### config.mk
export PLATFORM = sky130hd
export DESIGN_NAME = rat_spec_arch
export DESIGN_NICKNAME = d
export VERILOG_FILES = /design/src/rtl/rat_pkg.sv /design/src/rtl/rat_wport_sel.sv /design/src/rtl/rat_map_bank.sv /design/src/rtl/rat_read_xbar.sv /design/src/rtl/rat_spec_arch.sv
export SDC_FILE = /design/constraint.sdc
export NUM_CORES = 2
export LEC_CHECK = 0
export BUFFER_PORTS_ARGS = -buffer_cell sky130_fd_sc_hd__buf_4
export CAP_MARGIN = 25
export CORE_AREA = 3 3 260 262
export DETAILED_ROUTE_END_ITERATION = 7
export DIE_AREA = 0 0 263 265
export PLACE_DENSITY = 0.75
export SLEW_MARGIN = 20
export SYNTH_ARGS = -nofsm -noshare
export SYNTH_HDL_FRONTEND = slang
export SYNTH_SLANG_ARGS = --single-unit
### constraint.sdc
create_clock -name clk -period 12.3 [get_ports clk]
set_input_delay 2.46 -clock clk [delete_from_list [all_inputs] [get_ports clk]]
set_output_delay 2.46 -clock clk [all_outputs]
set_load 0.05 [all_outputs]
### src/rtl/rat_pkg.sv
`timescale 1ns/1ps
package rat_pkg;

  // Source that drives a speculative write port in a given cycle.
  typedef enum logic [1:0] {
    WSRC_NONE = 2'd0,
    WSRC_REN  = 2'd1,
    WSRC_WALK = 2'd2
  } wsrc_e;

  function automatic int unsigned clog2u(input int unsigned v);
    int unsigned r;
    r = 0;
    while ((32'd1 << r) < v) r++;
    return (r == 0) ? 1 : r;
  endfunction

endpackage

### src/rtl/rat_wport_sel.sv
`timescale 1ns/1ps
module rat_wport_sel
  import rat_pkg::*;
#(
  parameter int unsigned REN_LANES = 2,
  parameter int unsigned CM_LANES  = 3,
  parameter int unsigned LW        = 5,
  parameter int unsigned PW        = 6,
  parameter bit          ZERO_PIN  = 1'b1
) (
  input  logic                   walk_i,
  input  logic                   redirect_i,
  input  logic [REN_LANES-1:0]   ren_wen_i,
  input  logic [REN_LANES*LW-1:0] ren_ldst_i,
  input  logic [REN_LANES*PW-1:0] ren_pdst_i,
  input  logic [CM_LANES-1:0]    cm_valid_i,
  input  logic [CM_LANES-1:0]    cm_hasdst_i,
  input  logic [CM_LANES*LW-1:0] cm_ldst_i,
  input  logic [CM_LANES*PW-1:0] cm_pdst_i,
  input  logic [CM_LANES*PW-1:0] cm_oldp_i,
  output logic [CM_LANES-1:0]    spec_we_o,
  output logic [CM_LANES*LW-1:0] spec_wa_o,
  output logic [CM_LANES*PW-1:0] spec_wd_o,
  output logic [CM_LANES-1:0]    arch_we_o,
  output logic [CM_LANES*LW-1:0] arch_wa_o,
  output logic [CM_LANES*PW-1:0] arch_wd_o
);

  for (genvar i = 0; i < CM_LANES; i++) begin : g_port
    logic [LW-1:0] c_ldst;
    logic          c_nz;
    logic          c_act;
    wsrc_e         src;

    assign c_ldst = cm_ldst_i[i*LW +: LW];
    assign c_nz   = (ZERO_PIN == 1'b0) || (c_ldst != '0);
    assign c_act  = cm_valid_i[i] & cm_hasdst_i[i] & c_nz;

    // Retirement path into the architectural copy.
    assign arch_we_o[i]            = c_act & ~walk_i;
    assign arch_wa_o[i*LW +: LW]   = c_ldst;
    assign arch_wd_o[i*PW +: PW]   = cm_pdst_i[i*PW +: PW];

    if (i < REN_LANES) begin : g_shared
      logic [LW-1:0] r_ldst;
      logic          r_act;
      assign r_ldst = ren_ldst_i[i*LW +: LW];
      assign r_act  = ren_wen_i[i] & ~redirect_i &
                      ((ZERO_PIN == 1'b0) || (r_ldst != '0));

      always_comb begin
        if (walk_i)     src = c_act ? WSRC_WALK : WSRC_NONE;
        else if (r_act) src = WSRC_REN;
        else            src = WSRC_NONE;
      end

      always_comb begin
        unique case (src)
          WSRC_WALK: begin
            spec_we_o[i]          = 1'b1;
            spec_wa_o[i*LW +: LW] = c_ldst;
            spec_wd_o[i*PW +: PW] = cm_oldp_i[i*PW +: PW];
          end
          WSRC_REN: begin
            spec_we_o[i]          = 1'b1;
            spec_wa_o[i*LW +: LW] = r_ldst;
            spec_wd_o[i*PW +: PW] = ren_pdst_i[i*PW +: PW];
          end
          default: begin
            spec_we_o[i]          = 1'b0;
            spec_wa_o[i*LW +: LW] = r_ldst;
            spec_wd_o[i*PW +: PW] = ren_pdst_i[i*PW +: PW];
          end
        endcase
      end
    end else begin : g_walk_only
      assign src                   = (walk_i & c_act) ? WSRC_WALK : WSRC_NONE;
      assign spec_we_o[i]          = (src == WSRC_WALK);
      assign spec_wa_o[i*LW +: LW] = c_ldst;
      assign spec_wd_o[i*PW +: PW] = cm_oldp_i[i*PW +: PW];
    end
  end

endmodule

### src/rtl/rat_map_bank.sv
`timescale 1ns/1ps
module rat_map_bank #(
  parameter int unsigned NWP = 3,
  parameter int unsigned NL  = 32,
  parameter int unsigned LW  = 5,
  parameter int unsigned PW  = 6
) (
  input  logic              clk,
  input  logic              rst_n,
  input  logic [NWP-1:0]    we_i,
  input  logic [NWP*LW-1:0] wa_i,
  input  logic [NWP*PW-1:0] wd_i,
  input  logic              load_i,
  input  logic [NL*PW-1:0]  load_map_i,
  output logic [NL*PW-1:0]  map_o,
  output logic [NL*PW-1:0]  map_nxt_o
);

  logic [PW-1:0] map_q [NL];
  logic [PW-1:0] map_d [NL];
  logic          upd_en;

  assign upd_en = load_i | (|we_i);

  // Next state: a full load wins; otherwise ports apply in ascending
  // order so the highest-numbered port wins on a shared address.
  always_comb begin
    for (int e = 0; e < NL; e++) map_d[e] = map_q[e];
    if (load_i) begin
      for (int e = 0; e < NL; e++) map_d[e] = load_map_i[e*PW +: PW];
    end else begin
      for (int p = 0; p < NWP; p++) begin
        if (we_i[p]) map_d[wa_i[p*LW +: LW]] = wd_i[p*PW +: PW];
      end
    end
  end

  always_ff @(posedge clk or negedge rst_n) begin
    if (!rst_n) begin
      for (int e = 0; e < NL; e++) map_q[e] <= PW'(e);
    end else if (upd_en) begin
      for (int e = 0; e < NL; e++) map_q[e] <= map_d[e];
    end
  end

  for (genvar e = 0; e < NL; e++) begin : g_flat
    assign map_o[e*PW +: PW]     = map_q[e];
    assign map_nxt_o[e*PW +: PW] = map_d[e];
  end

endmodule

### src/rtl/rat_read_xbar.sv
`timescale 1ns/1ps
module rat_read_xbar #(
  parameter int unsigned NR = 6,
  parameter int unsigned NL = 32,
  parameter int unsigned LW = 5,
  parameter int unsigned PW = 6
) (
  input  logic [NL*PW-1:0] map_i,
  input  logic [NR*LW-1:0] addr_i,
  output logic [NR*PW-1:0] data_o
);

  for (genvar r = 0; r < NR; r++) begin : g_rd
    logic [LW-1:0] a;
    assign a                  = addr_i[r*LW +: LW];
    assign data_o[r*PW +: PW] = map_i[a*PW +: PW];
  end

endmodule

### src/rtl/rat_spec_arch.sv
`timescale 1ns/1ps
module rat_spec_arch
  import rat_pkg::*;
#(
  parameter int unsigned NUM_LREG  = 32,
  parameter int unsigned NUM_PREG  = 64,
  parameter int unsigned REN_LANES = 2,
  parameter int unsigned SRCS      = 2,
  parameter int unsigned CM_LANES  = 3,
  parameter bit          ZERO_PIN  = 1'b1,
  localparam int unsigned LW       = clog2u(NUM_LREG),
  localparam int unsigned PW       = clog2u(NUM_PREG),
  localparam int unsigned NRD      = REN_LANES * (SRCS + 1)
) (
  input  logic                    clk,
  input  logic                    rst_n,
  input  logic                    flush_i,
  input  logic                    redirect_i,
  input  logic                    walk_i,
  input  logic [REN_LANES-1:0]    ren_wen_i,
  input  logic [REN_LANES*LW-1:0] ren_ldst_i,
  input  logic [REN_LANES*PW-1:0] ren_pdst_i,
  input  logic [NRD*LW-1:0]       rd_lreg_i,
  output logic [NRD*PW-1:0]       rd_preg_o,
  input  logic [CM_LANES-1:0]     cm_valid_i,
  input  logic [CM_LANES-1:0]     cm_hasdst_i,
  input  logic [CM_LANES*LW-1:0]  cm_ldst_i,
  input  logic [CM_LANES*PW-1:0]  cm_pdst_i,
  input  logic [CM_LANES*PW-1:0]  cm_oldp_i,
  output logic [NUM_LREG*PW-1:0]  arch_map_o
);

  // Reset: asserted asynchronously, released on a clock edge.
  logic [1:0] rst_sync_q;
  logic       rst_ok;
  always_ff @(posedge clk or negedge rst_n) begin
    if (!rst_n) rst_sync_q <= 2'b00;
    else        rst_sync_q <= {rst_sync_q[0], 1'b1};
  end
  assign rst_ok = rst_sync_q[1];

  logic [CM_LANES-1:0]    spec_we, arch_we;
  logic [CM_LANES*LW-1:0] spec_wa, arch_wa;
  logic [CM_LANES*PW-1:0] spec_wd, arch_wd;
  logic [NUM_LREG*PW-1:0] spec_map, spec_nxt, arch_nxt;

  rat_wport_sel #(
    .REN_LANES(REN_LANES), .CM_LANES(CM_LANES),
    .LW(LW), .PW(PW), .ZERO_PIN(ZERO_PIN)
  ) u_wsel (
    .walk_i      (walk_i),
    .redirect_i  (redirect_i),
    .ren_wen_i   (ren_wen_i),
    .ren_ldst_i  (ren_ldst_i),
    .ren_pdst_i  (ren_pdst_i),
    .cm_valid_i  (cm_valid_i),
    .cm_hasdst_i (cm_hasdst_i),
    .cm_ldst_i   (cm_ldst_i),
    .cm_pdst_i   (cm_pdst_i),
    .cm_oldp_i   (cm_oldp_i),
    .spec_we_o   (spec_we),
    .spec_wa_o   (spec_wa),
    .spec_wd_o   (spec_wd),
    .arch_we_o   (arch_we),
    .arch_wa_o   (arch_wa),
    .arch_wd_o   (arch_wd)
  );

  rat_map_bank #(.NWP(CM_LANES), .NL(NUM_LREG), .LW(LW), .PW(PW)) u_arch (
    .clk        (clk),
    .rst_n      (rst_ok),
    .we_i       (arch_we),
    .wa_i       (arch_wa),
    .wd_i       (arch_wd),
    .load_i     (1'b0),
    .load_map_i ('0),
    .map_o      (arch_map_o),
    .map_nxt_o  (arch_nxt)
  );

  // Flush reloads from the architectural copy as updated this cycle.
  rat_map_bank #(.NWP(CM_LANES), .NL(NUM_LREG), .LW(LW), .PW(PW)) u_spec (
    .clk        (clk),
    .rst_n      (rst_ok),
    .we_i       (spec_we),
    .wa_i       (spec_wa),
    .wd_i       (spec_wd),
    .load_i     (flush_i),
    .load_map_i (arch_nxt),
    .map_o      (spec_map),
    .map_nxt_o  (spec_nxt)
  );

  rat_read_xbar #(.NR(NRD), .NL(NUM_LREG), .LW(LW), .PW(PW)) u_rd (
    .map_i  (spec_map),
    .addr_i (rd_lreg_i),
    .data_o (rd_preg_o)
  );

endmodule

==> results.toml <==
[outcome]
status = "finished, violations left"
violations = "DRC"

[clocking]
htree_num_levels = 2
cts_tree = "built"
insertion_delay_ns = 0.61
postCtsResizedCells = 0
numClockSinks = 386
path_clk_slew_ns = 0.06
clk_path_buf_depth = 3
numCtsBuffers = 46
postCtsSetupBuffers = 0
ctsHoldBuffers = 0
clock-root-buffer = "clkbuf_16"

[timing]
hold_viol = 0
finalCritPeriodShare_pct = 59.6
finalClockSkew_ns = 0.0198
whs_ns = 0.370
grt_setup_unrepaired = "no"
tns_ns = 0
tightest_slew_ns = 1.27
maxSlewViolCount = 0
report.final.setup_viol = 0
relSlewSlack_pct = 14.7
period_needed_ns = 7.33
clock.fmax_ghz = 0.136

[floorplanning]
start_util_pct = 54.8
design.core.area_mm2 = 0.0656
design.portCount = 344
fp.dieArea_mm2 = 0.0697
rows = 94
die_x_um = 263
fp.dieH_um = 265

[worst_hold_path]
hp-class = "flip-flop to flip-flop"

[global_route]
grt_pass1_wl_mm = 269
antenna_found_initial = 23
grt_max_degree = 149
grt_pass1_vias = 34723
global_route.overflow_total = 0
grtUsageTotal_pct = 54.0

[drt]
ant_nets = 0
initialDrtViolationCount = 7798
vias = 37610
totalWireLength_mm = 194
post_drt_wl_per_cell_um = 42.8
wl_met1_mm = 64.1
route.detailed.drc = 23
met2_length_mm = 74.8
wl_met3_mm = 37.6
viasPerCell = 8.29
drt_first_pass_iters = 8
top_layer_used = "met5"

[power_and_ir_drop]
cellPowerDensity_mw_per_mm2 = 162
leakagePower_nw = 15.7
total_power_mw = 6.53
ir_drop_v = 0.000169

[critical_path]
worstPathRequired_ns = 9.84
cp_max_fo = 48
end_kind = "output port"
cp-start-kind = "input port"
crit_arrival_ns = 4.87
worstSetupPathType = "input port to output port"

[logic_synthesis]
netlist_area_mm2 = 0.0360
yosysTopAreaCell = "mux4_2"
async_reset_ff_share_pct = 100
synth_top_area_share_pct = 22.5
ys_seq_area_share_pct = 27.4
ys_seq_elements = 386
synth_area_leaders = "mux4_2, dfrtp_1, dfstp_2, mux2i_1, mux2_2"
synthFlopType = "dfrtp_1"
ys_warn_count = 0
synth-edff-count = 0
avgSynthCellArea_um2 = 10.2
yosysUniqueCellTypes = 101
syn_nets = 3653
syn_inst = 3537

[layout]
stdcell_area_mm2 = 0.0402
layout-drive-gt1-share_pct = 35.4
final_cell_mix = "buf_4, nand2_1, mux4_2"
finalNetCount = 3743
syn2layout_area_growth_pct = 11.8
layout_commonest_cell = "buf_4"
finish.utilization_pct = 61.3

[placement]
dpl.hpwl_mm = 140
place.gp.congestion = 1.11
placed_area_mm2 = 0.0386
portBuffers = 343

[run]
maxCapViolCount = 0
-- per-stage QoR --
| stage | instances | setup slack [ns] |
|---|---|---|
| CTS | 4521 | 4.96 |
| detailed placement | 4435 | 4.96 |
| finish | 4538 | 4.97 |
| global route | 4531 | 4.83 |
| floorplan | 3537 | 1.02 |
| global placement | 4429 | 4.99 |
-- power by group --
| group | switching [mW] | internal, mW | total [mW] |
|---|---|---|---|
| Sequential | 0.646 | 1.63 | 2.28 |
| Clock | 0.612 | 0.821 | 1.43 |
| Combinational | 1.72 | 1.10 | 2.82 |
-- critical path, cell delays in order --
cell,delay [ns]
buf_4,0.70
mux4_2,0.62
mux4_2,0.53
mux2_2,0.33
buf_4,0.21
-- metal layers --
layer	global-route usage (%)	vias to the layer above
met5	0	-
met4	35.9	18
met3	29.1	1081
met2	72.0	4172
met1	67.3	18150
li1	-	14189
-- cells in the mapped netlist, types with 16 or more instances --
library cell / count
nor3_1: 64
mux2_2: 167
nor3_2: 21
a211oi_1: 93
a21o_1: 38
or3_1: 21
o221a_2: 20
o211ai_1: 68
nor2_1: 245
mux4_2: 360
o221ai_1: 17
a222oi_1: 19
o21ai_0: 189
clkbuf_1: 229
and3_1: 28
mux2i_1: 242
buf_1: 36
o31ai_1: 16
a21oi_1: 126
a22oi_1: 55
nand2b_1: 21
and2_1: 32
nand4_1: 19
nand3_1: 99
dfrtp_1: 226
a211o_1: 51
buf_2: 76
inv_1: 20
o21a_1: 29
nand2_1: 363
o2111ai_1: 22
o22ai_1: 82
dfstp_2: 160
-- flip-flops by register name, summed over array words and instances, names as in the netlist --
name and cells:
u_arch.map_o 192, u_spec.map_o 192, rst_sync_q 2
-- worst paths after layout --
| path | start | endpoint | slack [ns] | cells past startpoint |
|---|---|---|---|---|
| setup / recovery | rd_lreg_i[5] | rd_preg_o[10] | 4.97 | 5 |
| hold / removal | rst_sync_q[0] | rst_sync_q[1] | 0.37 | 0 |
| setup reg to reg | rst_sync_q[1] | u_spec.map_o[23] | 9.71 | 2 |
| hold reg to reg | rst_sync_q[0] | rst_sync_q[1] | 0.37 | 0 |
| max in group asynchronous | rst_sync_q[1] | u_spec.map_o[23] | 9.71 | 2 |
| min in group asynchronous | rst_sync_q[1] | u_arch.map_o[20] | 0.43 | 0 |
-- final cells by class --
type | count | area (µm²)
Clock buffer | 74 | 1440
Clock inverter | 12 | 91.3
Tap cell | 864 | 1080
Timing Repair Buffer | 404 | 3070
Antenna cell | 9 | 22.5
Multi-Input combinational cell | 2769 | 24600
Sequential cell | 386 | 9860
Fill cell | 5561 | 25400
Inverter | 20 | 76.3
-- kinds of logic after synthesis --
family	Yosys count	synth area share, %
multiplexers	773	34.7
AO/OA/AOI/OAI	968	19.2
flip-flops	386	27.4
buffers and inverters	382	4.55
other	1	0.0104
AND/OR/NAND/NOR	1027	14.2
(Power assumes the default switching activity.)
